$ cat src/rtl/ycc_rgb_pkg.sv
package ycc_rgb_pkg;

    // sample and fixed-point geometry
    parameter int PIX_W   = 8;
    parameter int FRAC_W  = 10;
    parameter int OFF_W   = PIX_W + 1;
    parameter int COEF_W  = 13;
    parameter int PROD_W  = OFF_W + COEF_W;
    parameter int SUM_W   = PROD_W + 2;
    parameter int CHAN_W  = SUM_W - FRAC_W;

    // offsets removed from the incoming samples
    parameter int Y_BLACK = 16;
    parameter int C_MID   = 1 << (PIX_W - 1);

    // coefficients scaled by 2^FRAC_W
    parameter int K_LUMA  = 1192;
    parameter int K_R_CR  = 1634;
    parameter int K_G_CR  = 833;
    parameter int K_G_CB  = 401;
    parameter int K_B_CB  = 2065;
    parameter int ROUND   = 1 << (FRAC_W - 1);

    // output packing and pipeline depth
    parameter int R_W     = 5;
    parameter int G_W     = 6;
    parameter int B_W     = 5;
    parameter int RGB_W   = R_W + G_W + B_W;
    parameter int LAT     = 4;
    parameter int CHAN_MAX = (1 << PIX_W) - 1;

    typedef struct packed {
        logic signed [OFF_W-1:0] y;
        logic signed [OFF_W-1:0] cb;
        logic signed [OFF_W-1:0] cr;
    } offs_t;

    typedef struct packed {
        logic signed [PROD_W-1:0] luma;
        logic signed [PROD_W-1:0] r_cr;
        logic signed [PROD_W-1:0] g_cr;
        logic signed [PROD_W-1:0] g_cb;
        logic signed [PROD_W-1:0] b_cb;
    } prods_t;

    typedef struct packed {
        logic signed [CHAN_W-1:0] r;
        logic signed [CHAN_W-1:0] g;
        logic signed [CHAN_W-1:0] b;
    } chans_t;

    typedef struct packed {
        logic den;
        logic hs;
        logic vs;
        logic fid;
    } strobes_t;

endpackage

$ cat src/rtl/ycc_offset_stage.sv
module ycc_offset_stage
    import ycc_rgb_pkg::*;
(
    input  logic             clk,
    input  logic             rst,
    input  logic [PIX_W-1:0] y_i,
    input  logic [PIX_W-1:0] cb_i,
    input  logic [PIX_W-1:0] cr_i,
    output offs_t            off_o
);

    offs_t st_d, st_q;

    always_comb begin
        st_d    = st_q;
        st_d.y  = $signed({1'b0, y_i})  - OFF_W'(Y_BLACK);
        st_d.cb = $signed({1'b0, cb_i}) - OFF_W'(C_MID);
        st_d.cr = $signed({1'b0, cr_i}) - OFF_W'(C_MID);
    end

    always_ff @(posedge clk or posedge rst) begin
        if (rst) st_q <= '0;
        else     st_q <= st_d;
    end

    assign off_o = st_q;

    // luma below the black level must leave this stage negative
    p_luma_below_black_r2: assert property (@(posedge clk) disable iff (rst)
        (y_i < PIX_W'(Y_BLACK)) |=> (st_q.y < 0));

endmodule

$ cat src/rtl/ycc_product_stage.sv
module ycc_product_stage
    import ycc_rgb_pkg::*;
(
    input  logic   clk,
    input  logic   rst,
    input  offs_t  off_i,
    output prods_t prod_o
);

    prods_t st_d, st_q;

    always_comb begin
        st_d      = st_q;
        st_d.luma = PROD_W'(off_i.y)  * PROD_W'(K_LUMA);
        st_d.r_cr = PROD_W'(off_i.cr) * PROD_W'(K_R_CR);
        st_d.g_cr = PROD_W'(off_i.cr) * PROD_W'(K_G_CR);
        st_d.g_cb = PROD_W'(off_i.cb) * PROD_W'(K_G_CB);
        st_d.b_cb = PROD_W'(off_i.cb) * PROD_W'(K_B_CB);
    end

    always_ff @(posedge clk or posedge rst) begin
        if (rst) st_q <= '0;
        else     st_q <= st_d;
    end

    assign prod_o = st_q;

    // a chroma sample above mid-scale gives a positive blue term
    p_blue_term_sign_r4: assert property (@(posedge clk) disable iff (rst)
        (off_i.cb > 0) |=> (st_q.b_cb > 0));

endmodule

$ cat src/rtl/ycc_sum_stage.sv
module ycc_sum_stage
    import ycc_rgb_pkg::*;
(
    input  logic   clk,
    input  logic   rst,
    input  prods_t prod_i,
    output chans_t chan_o
);

    chans_t st_d, st_q;
    logic signed [SUM_W-1:0] r_acc, g_acc, b_acc;

    always_comb begin
        r_acc  = SUM_W'(prod_i.luma) + SUM_W'(prod_i.r_cr) + SUM_W'(ROUND);
        g_acc  = SUM_W'(prod_i.luma) - SUM_W'(prod_i.g_cr)
               - SUM_W'(prod_i.g_cb) + SUM_W'(ROUND);
        b_acc  = SUM_W'(prod_i.luma) + SUM_W'(prod_i.b_cb) + SUM_W'(ROUND);
        st_d   = st_q;
        st_d.r = CHAN_W'(r_acc >>> FRAC_W);
        st_d.g = CHAN_W'(g_acc >>> FRAC_W);
        st_d.b = CHAN_W'(b_acc >>> FRAC_W);
    end

    always_ff @(posedge clk or posedge rst) begin
        if (rst) st_q <= '0;
        else     st_q <= st_d;
    end

    assign chan_o = st_q;

    // with no chroma terms the red and blue channels follow luma alone
    p_gray_balance_r2: assert property (@(posedge clk) disable iff (rst)
        (prod_i.r_cr == 0 && prod_i.b_cb == 0) |=> (st_q.r == st_q.b));

endmodule

$ cat src/rtl/rgb_clip_pack.sv
module rgb_clip_pack
    import ycc_rgb_pkg::*;
(
    input  logic             clk,
    input  logic             rst,
    input  chans_t           chan_i,
    output logic [RGB_W-1:0] rgb_o
);

    typedef struct packed {
        logic [RGB_W-1:0] word;
    } pack_st_t;

    pack_st_t st_d, st_q;
    logic [PIX_W-1:0] r8, g8, b8;

    function automatic logic [PIX_W-1:0] sat(input logic signed [CHAN_W-1:0] v);
        if (v < 0)             return '0;
        else if (v > CHAN_MAX) return PIX_W'(CHAN_MAX);
        else                   return PIX_W'(v);
    endfunction

    always_comb begin
        r8 = sat(chan_i.r);
        g8 = sat(chan_i.g);
        b8 = sat(chan_i.b);
        st_d      = st_q;
        st_d.word = {R_W'(r8 >> (PIX_W - R_W)),
                     G_W'(g8 >> (PIX_W - G_W)),
                     B_W'(b8 >> (PIX_W - B_W))};
    end

    always_ff @(posedge clk or posedge rst) begin
        if (rst) st_q <= '0;
        else     st_q <= st_d;
    end

    assign rgb_o = st_q.word;

    // overflow saturates red to its top code
    p_red_clip_high_r5: assert property (@(posedge clk) disable iff (rst)
        (chan_i.r > CHAN_MAX) |=> (rgb_o[RGB_W-1 -: R_W] == '1));

    // underflow saturates blue to zero
    p_blue_clip_low_r5: assert property (@(posedge clk) disable iff (rst)
        (chan_i.b < 0) |=> (rgb_o[B_W-1:0] == '0));

endmodule

$ cat src/rtl/strobe_delay.sv
module strobe_delay
    import ycc_rgb_pkg::*;
#(
    parameter int DEPTH = LAT
) (
    input  logic     clk,
    input  logic     rst,
    input  strobes_t strb_i,
    output strobes_t strb_o
);

    strobes_t [DEPTH-1:0] st_d, st_q;

    always_comb begin
        st_d[0] = strb_i;
        for (int i = 1; i < DEPTH; i++) begin
            st_d[i] = st_q[i-1];
        end
    end

    always_ff @(posedge clk or posedge rst) begin
        if (rst) st_q <= '0;
        else     st_q <= st_d;
    end

    assign strb_o = st_q[DEPTH-1];

endmodule

$ cat src/rtl/ycc_to_rgb565.sv
module ycc_to_rgb565
    import ycc_rgb_pkg::*;
(
    input  logic              clk,
    input  logic              rst,
    input  logic              in_den,
    input  logic              in_hsync,
    input  logic              in_vsync,
    input  logic              in_field,
    input  logic [PIX_W-1:0]  in_y,
    input  logic [PIX_W-1:0]  in_cb,
    input  logic [PIX_W-1:0]  in_cr,
    output logic              out_den,
    output logic              out_hsync,
    output logic              out_vsync,
    output logic              out_field,
    output logic [RGB_W-1:0]  out_rgb
);

    localparam int WARM_W = $clog2(LAT + 1);

    offs_t    off;
    prods_t   prod;
    chans_t   chan;
    strobes_t strb_in, strb_out;

    ycc_offset_stage u_offset (
        .clk   (clk),
        .rst   (rst),
        .y_i   (in_y),
        .cb_i  (in_cb),
        .cr_i  (in_cr),
        .off_o (off)
    );

    ycc_product_stage u_product (
        .clk    (clk),
        .rst    (rst),
        .off_i  (off),
        .prod_o (prod)
    );

    ycc_sum_stage u_sum (
        .clk    (clk),
        .rst    (rst),
        .prod_i (prod),
        .chan_o (chan)
    );

    rgb_clip_pack u_pack (
        .clk    (clk),
        .rst    (rst),
        .chan_i (chan),
        .rgb_o  (out_rgb)
    );

    assign strb_in = '{den: in_den, hs: in_hsync, vs: in_vsync, fid: in_field};

    strobe_delay #(.DEPTH(LAT)) u_strobes (
        .clk    (clk),
        .rst    (rst),
        .strb_i (strb_in),
        .strb_o (strb_out)
    );

    assign out_den   = strb_out.den;
    assign out_hsync = strb_out.hs;
    assign out_vsync = strb_out.vs;
    assign out_field = strb_out.fid;

    // edges since reset, saturating at the pipeline depth; guards the $past checks
    logic [WARM_W-1:0] warm_d, warm_q;

    always_comb begin
        warm_d = warm_q;
        if (warm_q != WARM_W'(LAT)) warm_d = warm_q + 1'b1;
    end

    always_ff @(posedge clk or posedge rst) begin
        if (rst) warm_q <= '0;
        else     warm_q <= warm_d;
    end

    p_strobe_align_r7: assert property (@(posedge clk) disable iff (rst)
        (warm_q == WARM_W'(LAT)) |->
            (out_den == $past(in_den, LAT) && out_hsync == $past(in_hsync, LAT) &&
             out_vsync == $past(in_vsync, LAT) && out_field == $past(in_field, LAT)));

    p_black_latency_r6: assert property (@(posedge clk) disable iff (rst)
        (warm_q == WARM_W'(LAT) && $past(in_y, LAT) == PIX_W'(Y_BLACK) &&
         $past(in_cb, LAT) == PIX_W'(C_MID) && $past(in_cr, LAT) == PIX_W'(C_MID))
            |-> (out_rgb == '0));

    p_reset_clear_r8: assert property (@(posedge clk)
        rst |-> (out_rgb == '0 && !out_den && !out_hsync && !out_vsync && !out_field));

endmodule

$ cat config.mk
export PLATFORM = sky130hd
export DESIGN_NAME = ycc_to_rgb565
export DESIGN_NICKNAME = d
export VERILOG_FILES = /design/src/rtl/ycc_rgb_pkg.sv /design/src/rtl/ycc_offset_stage.sv /design/src/rtl/ycc_product_stage.sv /design/src/rtl/ycc_sum_stage.sv /design/src/rtl/rgb_clip_pack.sv /design/src/rtl/strobe_delay.sv /design/src/rtl/ycc_to_rgb565.sv
export SDC_FILE = /design/constraint.sdc
export NUM_CORES = 1
export LEC_CHECK = 0
export BUFFER_PORTS_ARGS = -buffer_cell sky130_fd_sc_hd__buf_2
export CORE_ASPECT_RATIO = 0.9
export CORE_MARGIN = 2
export CORE_UTILIZATION = 40
export CTS_CLUSTER_DIAMETER = 200
export CTS_CLUSTER_SIZE = 30
export DETAILED_ROUTE_END_ITERATION = 8
export GPL_TIMING_DRIVEN = 0
export MAX_ROUTING_LAYER = met4
export SKIP_CTS_REPAIR_TIMING = 1
export SLEW_MARGIN = 20
export SYNTH_ARGS = -nofsm -noshare
export SYNTH_HDL_FRONTEND = slang
export SYNTH_SLANG_ARGS = --single-unit
$ cat constraint.sdc
create_clock -name clk -period 5.11 [get_ports clk]
set_input_delay 0 -clock clk [delete_from_list [all_inputs] [get_ports clk]]
set_output_delay 0 -clock clk [all_outputs]
set_load 0.005 [all_outputs]
==> impl_results.md <==
- Worst Skew: 0.0164 ns
- Met3 WL: 872 microns
- CP max stage cell: fa_1
- Most used cell, CP: fa_1
- Max clock buf depth: 2
- DPL Wire Length: 23200 microns
- Setup TNS: 0 ns
- Initial core utilization: 0.405
- Area grow syn2layout: 12.5%
- DR pass1 iterations: 7
- Worst VDD drop: 436 uV
- Crit path required time: 5.42 ns
- Die ar.: 37000 sq um
- IO Count: 50
- Final slew viol count: 0
- Routed wire length on met2: 12800 microns
- Final #Nets: 1851
- Worst skew pair latency: 0.46 ns
- CP bufs+invs: 3
- Synth top area cells: dfrtp_1, ha_1, fa_1, inv_1, xnor2_1
- Seq/Total Area, Yosys: 0.316
- RSZ-0062 raised after global routing: false
- Ys Warns: 0
- DR iter-0 viols: 446
- Synthesized Nets: 1751
- Max layer used: met4
- Post-Synthesis Cells: 1380
- Status: finished clean
- Post-synth top area cell: dfrtp_1
- Top-count cell post-synth: ha_1
- FP Rows: 65
- Port Buffer Count: 49
- Antenna diodes: 0
- Setup-failing EPs final: 0
- Routed length per instance: 14.6 microns
- Crit Path Category: flop to flop
- Final ANT Viol Nets: 0
- CP top delay family: adder cells
- Setup crit end kind: flop
- Area after DPL: 15000 sq um
- Clock root cell: clkbuf_16
- Min cycle time layout: 4.74 ns
- M1 wire length: 14600 microns
- Crit path launch type: flop
- Largest net degree at the start of global routing: 102
- Non-filler cells, final: 1962
- Leakage: 8.03 nW
- Ys async rst share: 1.00
- Clock-pin slew on the worst setup and hold paths: 0.09 ns
- Dpl ws: -0.0201 ns
- Mapped Area: 14200 sq um
- Worst path arrival time: 5.05 ns
- GP Congestion: 0.866
- Reg2reg setup slack: 0.37 ns
- Htree depth: 4
- Synth cell types: 69
- Main synth FF type: dfrtp_1
- CTS Buf Count: 17
- Layout cells sized above 1: 0.0737
- Max Cap Viol: 0
- CTS tree: yes
- Final non-filler cell area: 16000 sq um
- Worst Tran Pin Value: 0.840 ns
- Die width: 202 microns
- Max FO, Critical Path: 5
- Largest stage delay on the critical path: 0.53 ns
- First-pass GRT wire length: 48200 microns
- Initial antenna violation count: 3
- Number of flops mapped to enable cells by yosys: 0
- CP cell instances: ha_1 > inv_1 > fa_1 > fa_1 > inv_1 > fa_1 > inv_1 > fa_1 > nor2b_1 > o21ai_0 > a21boi_0 > o21ai_0 > a21boi_0 > o2111ai_1 > nand2_1 > nor2_1 > xnor2_1
- Synthesis-stage register bit count: 179
- Commonest cells in the netlist: ha_1, inv_1, dfrtp_1
- Worst relative slew slack: 0.432
- Floorplan core area: 35000 sq um
- Cell Pwr Density: 635 nW/um^2
- Clk sinks: 179
- Vert. Die Dim: 183 microns
- Grt total ovfl: 0
- Tcrit/Tclk final: 0.928
- Reg2reg end: u_product.prod_o[84]$_DFF_PP0_
- Final WS setup: 0.367 ns
- Fmax: 211 MHz
- Worst Hold Class: primary input to asynchronous set/reset pin
- Syn avg cell area: 10.3 sq um
- Reg2reg start: u_offset.off_o[4]$_DFF_PP0_
- Drt via density: 4.94
- GRT Util Overall: 0.170
- Post-Route WL: 28700 microns
- Reg2Reg Depth: 17
- Hold Vio Cnt, Final: 0
- Yosys top cell area share: 0.316
- Vias in the first global route: 9653
- DR DRC count: 0
- Dpl cells: 1899
- Via Count: 9688
cell families after synthesis:
group | Yosys count | synth area share
fa+ha+maj | 341 | 0.335
compound gates | 221 | 0.103
simple gates | 288 | 0.107
flops | 179 | 0.316
buf+inv | 228 | 0.0614
mux | 11 | 0.00786
xor+xnor | 112 | 0.0697
flip-flops by register name, summed over array words and instances (netlist names):
name              count
u_pack.rgb_o         16
u_sum.chan_o         34
u_product.prod_o     88
u_strobes.st_d       12
u_strobes.strb_o      4
u_offset.off_o       25
tightest hold or removal path, cell delays in order:
cell and delay (ns):
dlygate4sd3_1 0.53, buf_2 0.15, inv_8 0.38
worst max-delay path by stage:
| stage | from | endpoint | slack [ns] | cells past startpoint |
|---|---|---|---|---|
| after floorplan | rst | u_offset.off_o[0]$_DFF_PP0_ | 0.25 | 1 |
| after global placement | rst | u_offset.off_o[11]$_DFF_PP0_ | -1.92 | 2 |
| after detailed placement | u_offset.off_o[7]$_DFF_PP0_ | u_product.prod_o[63]$_DFF_PP0_ | -0.02 | 17 |
| after CTS | u_offset.off_o[7]$_DFF_PP0_ | u_product.prod_o[63]$_DFF_PP0_ | -0.06 | 17 |
| after global routing | u_offset.off_o[4]$_DFF_PP0_ | u_product.prod_o[86]$_DFF_PP0_ | 0.02 | 16 |
| final | u_offset.off_o[4]$_DFF_PP0_ | u_product.prod_o[84]$_DFF_PP0_ | 0.37 | 17 |
power by group:
group | internal, W | total [W] | switching (W) | leakage, nW
Combinational | 0.00274 | 0.00666 | 0.00392 | 5.64
Clock | 0.000674 | 0.00134 | 0.000664 | 0.295
Sequential | 0.00188 | 0.00213 | 0.000250 | 2.09
Total | 0.00529 | 0.0101 | 0.00483 | 8.03
per-layer routing:
metal | up-vias | global-route usage
met4 | 0 | 0.0461
met2 | 135 | 0.262
met3 | 26 | 0.0302
met5 | - | -
li1 | 4914 | -
met1 | 4613 | 0.230
placed cells by master (no fill, tap or decap), types with 6 or more instances in the layout:
cell           count
ha_1             277
nand2b_1          10
mux2i_1           10
o21a_1            11
buf_2             50
a31oi_1            8
nor3b_1            7
nor2_1            64
nor2b_1           12
o21bai_1          12
and3_1            10
a211oi_1          11
fa_1              64
a21o_1            18
o21ai_0           37
or2_2              7
nor4_1             8
dlygate4sd3_1     31
a21boi_0           6
inv_8              8
or3_1              9
nand2_1           58
nand3_1           24
xnor2_1           70
clkbuf_1          15
o2111ai_1         10
xor2_1            41
clkbuf_16         17
nand3b_1           6
inv_1            209
nand4_1           13
a21oi_1           67
nor3_1            34
dfrtp_1          177
final cells by class:
| class | instances | area [sq um] |
|---|---|---|
| clock buffers | 18 | 439 |
| plain buffers | 18 | 82.6 |
| multi-input cells | 973 | 8820 |
| inverters | 210 | 796 |
| repair buffers | 81 | 583 |
| well taps | 469 | 587 |
| flip-flops and latches | 179 | 4480 |
| fillers | 3332 | 19000 |
| clock inverters | 14 | 155 |
stage by stage:
| step | hold WS [ns] | utilization | power (W) |
|---|---|---|---|
| 2_1_floorplan | 0.0314 | - | 0.00726 |
| 3_3_place_gp | 0.108 | 0.429 | 0.00865 |
| 3_5_place_dp | 0.109 | 0.430 | 0.00876 |
| 4_1_cts | -0.394 | 0.447 | 0.0102 |
| 5_1_grt | 0.153 | 0.456 | 0.0112 |
| 6_report | 0.159 | 0.456 | 0.0101 |
No activity file was read; power rests on OpenSTA's default activity.
